$ cat src/rtl/ldu_pkg.sv
package ldu_pkg;
  localparam int unsigned DEF_REG_W = 5;
  localparam int unsigned DEF_PC_W  = 8;
endpackage

$ cat src/rtl/ldu_hazard_detect.sv
module ldu_hazard_detect #(
  parameter int unsigned REG_W = ldu_pkg::DEF_REG_W
) (
  input  logic             id_valid_i,
  input  logic [REG_W-1:0] id_rs1_i,
  input  logic             id_rs1_use_i,
  input  logic [REG_W-1:0] id_rs2_i,
  input  logic             id_rs2_use_i,
  input  logic             ex_valid_i,
  input  logic             ex_is_load_i,
  input  logic [REG_W-1:0] ex_rd_i,
  output logic             stall_o
);
  logic [1:0] src_hit;
  logic       load_live;

  // register 0 is never a real destination
  assign load_live  = ex_valid_i && ex_is_load_i && (ex_rd_i != '0);
  assign src_hit[0] = id_rs1_use_i && (id_rs1_i == ex_rd_i);
  assign src_hit[1] = id_rs2_use_i && (id_rs2_i == ex_rd_i);
  assign stall_o    = id_valid_i && load_live && (|src_hit);
endmodule

$ cat src/rtl/ldu_pc_reg.sv
module ldu_pc_reg #(
  parameter int unsigned PC_W = ldu_pkg::DEF_PC_W
) (
  input  logic            clk_i,
  input  logic            rst_ni,
  input  logic            we_i,
  output logic [PC_W-1:0] pc_o
);
  always_ff @(posedge clk_i or negedge rst_ni) begin
    if (!rst_ni)   pc_o <= '0;
    else if (we_i) pc_o <= pc_o + PC_W'(1);
  end
endmodule

$ cat src/rtl/ldu_pipe_regs.sv
module ldu_pipe_regs #(
  parameter int unsigned REG_W = ldu_pkg::DEF_REG_W,
  parameter int unsigned PC_W  = ldu_pkg::DEF_PC_W
) (
  input  logic             clk_i,
  input  logic             rst_ni,
  input  logic             ifid_we_i,
  input  logic             bubble_i,
  input  logic [PC_W-1:0]  f_pc_i,
  input  logic             f_is_load_i,
  input  logic [REG_W-1:0] f_rd_i,
  input  logic [REG_W-1:0] f_rs1_i,
  input  logic             f_rs1_use_i,
  input  logic [REG_W-1:0] f_rs2_i,
  input  logic             f_rs2_use_i,
  output logic             id_valid_o,
  output logic [REG_W-1:0] id_rs1_o,
  output logic             id_rs1_use_o,
  output logic [REG_W-1:0] id_rs2_o,
  output logic             id_rs2_use_o,
  output logic             ex_valid_o,
  output logic             ex_is_load_o,
  output logic [REG_W-1:0] ex_rd_o,
  output logic [PC_W-1:0]  ex_pc_o
);
  typedef struct packed {
    logic             valid;
    logic [PC_W-1:0]  pc;
    logic             is_load;
    logic [REG_W-1:0] rd;
    logic [REG_W-1:0] rs1;
    logic             rs1_use;
    logic [REG_W-1:0] rs2;
    logic             rs2_use;
  } ifid_t;

  typedef struct packed {
    logic             valid;
    logic [PC_W-1:0]  pc;
    logic             is_load;
    logic [REG_W-1:0] rd;
  } idex_t;

  ifid_t ifid_q;
  idex_t idex_q;

  always_ff @(posedge clk_i or negedge rst_ni) begin
    if (!rst_ni) begin
      ifid_q <= '0;
    end else if (ifid_we_i) begin
      ifid_q <= '{valid: 1'b1, pc: f_pc_i, is_load: f_is_load_i, rd: f_rd_i,
                  rs1: f_rs1_i, rs1_use: f_rs1_use_i,
                  rs2: f_rs2_i, rs2_use: f_rs2_use_i};
    end
  end

  // bubble zeroes every control field entering execute
  always_ff @(posedge clk_i or negedge rst_ni) begin
    if (!rst_ni)       idex_q <= '0;
    else if (bubble_i) idex_q <= '0;
    else idex_q <= '{valid: ifid_q.valid, pc: ifid_q.pc,
                     is_load: ifid_q.is_load, rd: ifid_q.rd};
  end

  assign id_valid_o   = ifid_q.valid;
  assign id_rs1_o     = ifid_q.rs1;
  assign id_rs1_use_o = ifid_q.rs1_use;
  assign id_rs2_o     = ifid_q.rs2;
  assign id_rs2_use_o = ifid_q.rs2_use;
  assign ex_valid_o   = idex_q.valid;
  assign ex_is_load_o = idex_q.is_load;
  assign ex_rd_o      = idex_q.rd;
  assign ex_pc_o      = idex_q.pc;
endmodule

$ cat src/rtl/ldu_stall_unit.sv
module ldu_stall_unit #(
  parameter int unsigned REG_W = ldu_pkg::DEF_REG_W,
  parameter int unsigned PC_W  = ldu_pkg::DEF_PC_W
) (
  input  logic             clk_i,
  input  logic             rst_ni,
  input  logic             fetch_is_load_i,
  input  logic [REG_W-1:0] fetch_rd_i,
  input  logic [REG_W-1:0] fetch_rs1_i,
  input  logic             fetch_rs1_use_i,
  input  logic [REG_W-1:0] fetch_rs2_i,
  input  logic             fetch_rs2_use_i,
  output logic [PC_W-1:0]  pc_o,
  output logic             pc_we_o,
  output logic             ifid_we_o,
  output logic             idex_bubble_o,
  output logic             ex_valid_o,
  output logic [PC_W-1:0]  ex_pc_o,
  output logic             ex_is_load_o,
  output logic [REG_W-1:0] ex_rd_o
);
  logic             stall;
  logic             id_valid, id_rs1_use, id_rs2_use;
  logic [REG_W-1:0] id_rs1, id_rs2;

  ldu_pc_reg #(.PC_W(PC_W)) u_pc (
    .clk_i (clk_i),
    .rst_ni(rst_ni),
    .we_i  (pc_we_o),
    .pc_o  (pc_o)
  );

  ldu_pipe_regs #(.REG_W(REG_W), .PC_W(PC_W)) u_regs (
    .clk_i       (clk_i),
    .rst_ni      (rst_ni),
    .ifid_we_i   (ifid_we_o),
    .bubble_i    (idex_bubble_o),
    .f_pc_i      (pc_o),
    .f_is_load_i (fetch_is_load_i),
    .f_rd_i      (fetch_rd_i),
    .f_rs1_i     (fetch_rs1_i),
    .f_rs1_use_i (fetch_rs1_use_i),
    .f_rs2_i     (fetch_rs2_i),
    .f_rs2_use_i (fetch_rs2_use_i),
    .id_valid_o  (id_valid),
    .id_rs1_o    (id_rs1),
    .id_rs1_use_o(id_rs1_use),
    .id_rs2_o    (id_rs2),
    .id_rs2_use_o(id_rs2_use),
    .ex_valid_o  (ex_valid_o),
    .ex_is_load_o(ex_is_load_o),
    .ex_rd_o     (ex_rd_o),
    .ex_pc_o     (ex_pc_o)
  );

  ldu_hazard_detect #(.REG_W(REG_W)) u_haz (
    .id_valid_i  (id_valid),
    .id_rs1_i    (id_rs1),
    .id_rs1_use_i(id_rs1_use),
    .id_rs2_i    (id_rs2),
    .id_rs2_use_i(id_rs2_use),
    .ex_valid_i  (ex_valid_o),
    .ex_is_load_i(ex_is_load_o),
    .ex_rd_i     (ex_rd_o),
    .stall_o     (stall)
  );

  // three coordinated actions per stall
  assign pc_we_o       = !stall;
  assign ifid_we_o     = !stall;
  assign idex_bubble_o = stall;
endmodule

$ cat config.mk
export PLATFORM = sky130hd
export DESIGN_NAME = ldu_stall_unit
export DESIGN_NICKNAME = d
export VERILOG_FILES = /design/src/rtl/ldu_pkg.sv /design/src/rtl/ldu_hazard_detect.sv /design/src/rtl/ldu_pc_reg.sv /design/src/rtl/ldu_pipe_regs.sv /design/src/rtl/ldu_stall_unit.sv
export SDC_FILE = /design/constraint.sdc
export NUM_CORES = 1
export LEC_CHECK = 0
export BUFFER_PORTS_ARGS = -buffer_cell sky130_fd_sc_hd__buf_2
export CAP_MARGIN = 20
export CORE_AREA = 8 8 68 114
export CTS_BUF_LIST = sky130_fd_sc_hd__clkbuf_8
export DETAILED_ROUTE_END_ITERATION = 10
export DIE_AREA = 0 0 76 122
export GPL_ROUTABILITY_DRIVEN = 0
export PLACE_DENSITY_LB_ADDON = 0.05
export RECOVER_POWER = 100
export SYNTH_ARGS = -nofsm -noshare
export SYNTH_HDL_FRONTEND = slang
export SYNTH_SLANG_ARGS = --single-unit
$ cat constraint.sdc
create_clock -name clk_i -period 1.85 [get_ports clk_i]
set_input_delay 0.2775 -clock clk_i [delete_from_list [all_inputs] [get_ports clk_i]]
set_output_delay 0.2775 -clock clk_i [all_outputs]
set_load 0.1 [all_outputs]
==> results.ini <==
[timing]
period_share = 1.08
fin_skew_ns = 0.00771
slew_headroom = 0.581
worst_pin_slew_ns = 0.629
hold_viol_final = 0
rsz0062_at_grt = true
fmax_mhz = 499
setup_viol = 28
slew_viol_final = 0
worst_slack_ns = -0.154
fin_crit_ns = 2.00

[grt]
antenna_found_initial = 0
grt_pass1_wl_mm = 7.19
grt_pass1_vias = 1482
grt_usage = 0.0971
grt_max_degree = 27
grt_overflow_total = 0

[detailed_routing]
wl_met1_mm = 1.62
drtIter0Drc = 47
met3WireLength_um = 214
dr_wl_met2_mm = 2.35
ant_nets = 0
avgRoutedWirePerCell_um = 15.0
firstDrtPassIters = 3
dr.max_layer_used = met4
vias_per_cell = 4.40
wl_mm = 4.27
drc = 0
vias = 1249

[synth]
synth_top_area_cell = dfrtp_1
synth_cells = 140
yosysMostFrequentCell = dfrtp_1
synth_area_leaders = dfrtp_1 60%, mux2_4 16%, and2_1 4.5%
yosysTopAreaCellShare = 0.597
synthFlopType = dfrtp_1
async_flop_share = 1.00
yosysUniqueCellTypes = 24
synth_area_mm2 = 0.00209
synth_warnings = 0
avgSynthCellArea_um2 = 15.0
synth_common_cells = 50 x dfrtp_1, 22 x mux2_4, 15 x and2_1
synth_nets = 161
synth_edf_count = 0
ys_ff_latch = 50
yosysSeqAreaShare = 0.597

[clock_tree]
clk_latency_ns = 0.30
h-tree-depth = 2
clk_pin_slew_ns = 0.09
cts-root-buf = clkbuf_8
cts_buffer_depth = 2
cts_tree = yes
cts_buffers = 5
cts.sinks = 50

[setup_path]
worstPathCellList = xnor2_2 -> nand4_1 -> o22ai_4 -> nand2_4 -> buf_6 -> buf_12
path_delay_family = flip-flops
critical_path.endpoint_type = output port
timing.rr.end = u_regs.id_rs1_o[0]
crit_arrival_ns = 1.73
path_buf_inv = 2
crit-reg2reg-launch = u_regs.ex_rd_o[4]
reg2reg_slack_ns = -0.10
critPathMaxFanout = 4
startpoint_type = register
critPathSlowestCell = dfrtp_4
slowest_delay_ns = 0.52
r2r_cells = 8
critPathKind = reg2out
crit_required_ns = 1.57
crit_start = u_regs.ex_rd_o[4]

[final_layout]
diodes = 0
fillers = 581
regArea_mm2 = 0.00127
fin_area_mm2 = 0.00280
fin_nets = 224
multi_input_area_um2 = 823
layout-drive-gt1-share = 0.539
layout-area-overhead-vs-synth_pct = 33.6
final_util = 0.456
instances_no_fill = 284

[power]
seqPwrFrac = 0.359
clockPowerShare = 0.213
p_sw_uw = 2030
power_density_mw_per_mm2 = 1560
sw_frac_of_total = 0.464
leakagePower_uw = 0.00138
pwr-share-comb = 0.428
ir_worst_vdd_uv = 518
total_power_uw = 4380
internal_power_uw = 2350

[place]
dp_hpwl_mm = 3.22
portBuffers = 45
dpl.cell_count = 270
post_dp_cell_area_mm2 = 0.00253

[die]
dieArea_mm2 = 0.00927
num_rows = 38
dieWidth_um = 76
io_pins = 46
initial_core_util = 0.341
coreArea_mm2 = 0.00613
die_h_um = 122

[status]
violations = setup timing
status = finished, violations left

[min_path]
min_to = u_regs.id_rs1_use_o
hp-class = in2reg
worstHoldStart = fetch_rs1_use_i
holdPathStages = 2

[flow_run]
drv_cap = 0

[how the worst max path moves through the flow]
stage                                     to  slack, ns  cells after the start
after detailed placement  u_regs.id_rs1_o[2]       0.06                      6
after CTS                            pc_we_o      -0.21                      6
after global placement               pc_we_o       0.07                      6
after global routing                 pc_we_o      -0.24                      6
after floorplan                idex_bubble_o      -0.30                      6
final                                pc_we_o      -0.15                      6
[worst register-to-register path, stage by stage (launching register included)]
cell	delay (ns)
dfrtp_4	0.52
xnor2_2	0.16
nand4_1	0.14
o22ai_4	0.21
nand2_4	0.09
buf_4	0.15
buf_8	0.14
buf_8	0.14
mux2_4	0.30
[per-stage QoR]
step | worst slack [ns] | TNS (ns) | hold WS [ns]
2_1_floorplan | -0.300 | -2.00 | -0.0181
3_3_place_gp | 0.0727 | 0 | 0.311
3_5_place_dp | 0.0589 | 0 | 0.321
4_1_cts | -0.212 | -1.67 | 0.191
5_1_grt | -0.239 | -4.82 | 0.187
6_report | -0.154 | -2.51 | 0.204
[flip-flops by register name (all words and copies together), names as in the netlist]
| signal | flops |
|---|---|
| u_regs.id_rs1_o | 5 |
| u_regs.ex_valid_o | 1 |
| u_regs.id_rs2_use_o | 1 |
| u_regs.ifid_q | 14 |
| u_regs.id_valid_o | 1 |
| u_regs.ex_is_load_o | 1 |
| u_regs.ex_pc_o | 8 |
| u_regs.id_rs2_o | 5 |
| u_regs.id_rs1_use_o | 1 |
| u_regs.ex_rd_o | 5 |
| u_pc.pc_o | 8 |
[power by group through the flow]
| stage | Sequential, uW | Combinational, uW | Clock [uW] |
|---|---|---|---|
| CTS | 1570 | 1900 | 967 |
| detailed placement | 1590 | 1890 | 0 |
| finish | 1570 | 1870 | 931 |
| global placement | 1590 | 1880 | 0 |
| global route | 1610 | 1960 | 1010 |
| floorplan | 2750 | 388 | 0 |
[repair_timing]
| item | CTS | global route |
|---|---|---|
| endpoints found under the hold margin | 25 | 0 |
| setup endpoints to repair | 3 | 27 |
| hold buffers | 1 | 0 |
| cloned | 0 | 1 |
| buffers inserted | 1 | 3 |
| pin swaps | 4 | 1 |
| gates resized for setup | 6 | 10 |
[area by class of cell]
class / count / area share
flip-flops and latches: 50 / 0.455
multi-input cells: 84 / 0.294
repair buffers: 61 / 0.162
well taps: 80 / 0.0358
clock buffers: 6 / 0.0295
clock inverters: 2 / 0.0215
inverters: 1 / 0.00268
[layout by cell type, fill, tap and decap left out, drive strengths merged, types with 2 or more instances in the layout]
| cell type | instances |
|---|---|
| nand4 | 2 |
| buf | 36 |
| dfrtp | 50 |
| clkbuf | 30 |
| bufinv | 2 |
| xor2 | 7 |
| a21oi | 3 |
| a211oi | 3 |
| xnor2 | 10 |
| nand2 | 5 |
| and2 | 15 |
| mux2 | 27 |
| nand3 | 5 |
[cell families (layout without fill, tap and decap cells)]
group                      Yosys count  in the layout  synth area share
xor gates and xnor gates            17             17            0.0711
DFF                                 50             50             0.597
muxes                               27             27             0.185
adders and majority gates            1              1           0.00597
other                                1              1           0.00179
AOI/OAI and AO/OA                    8              8            0.0329
buffers and inverters                6             70            0.0239
and+or+nand+nor                     30             30            0.0824
[routing by layer]
metal / track usage / vias to the layer above
met2: 0.180 / 30
met3: 0.0310 / 7
met1: 0.0939 / 617
met4: 0.0481 / 0
met5: 0 / -
li1: - / 595
Power figures use the tool's default switching activity.
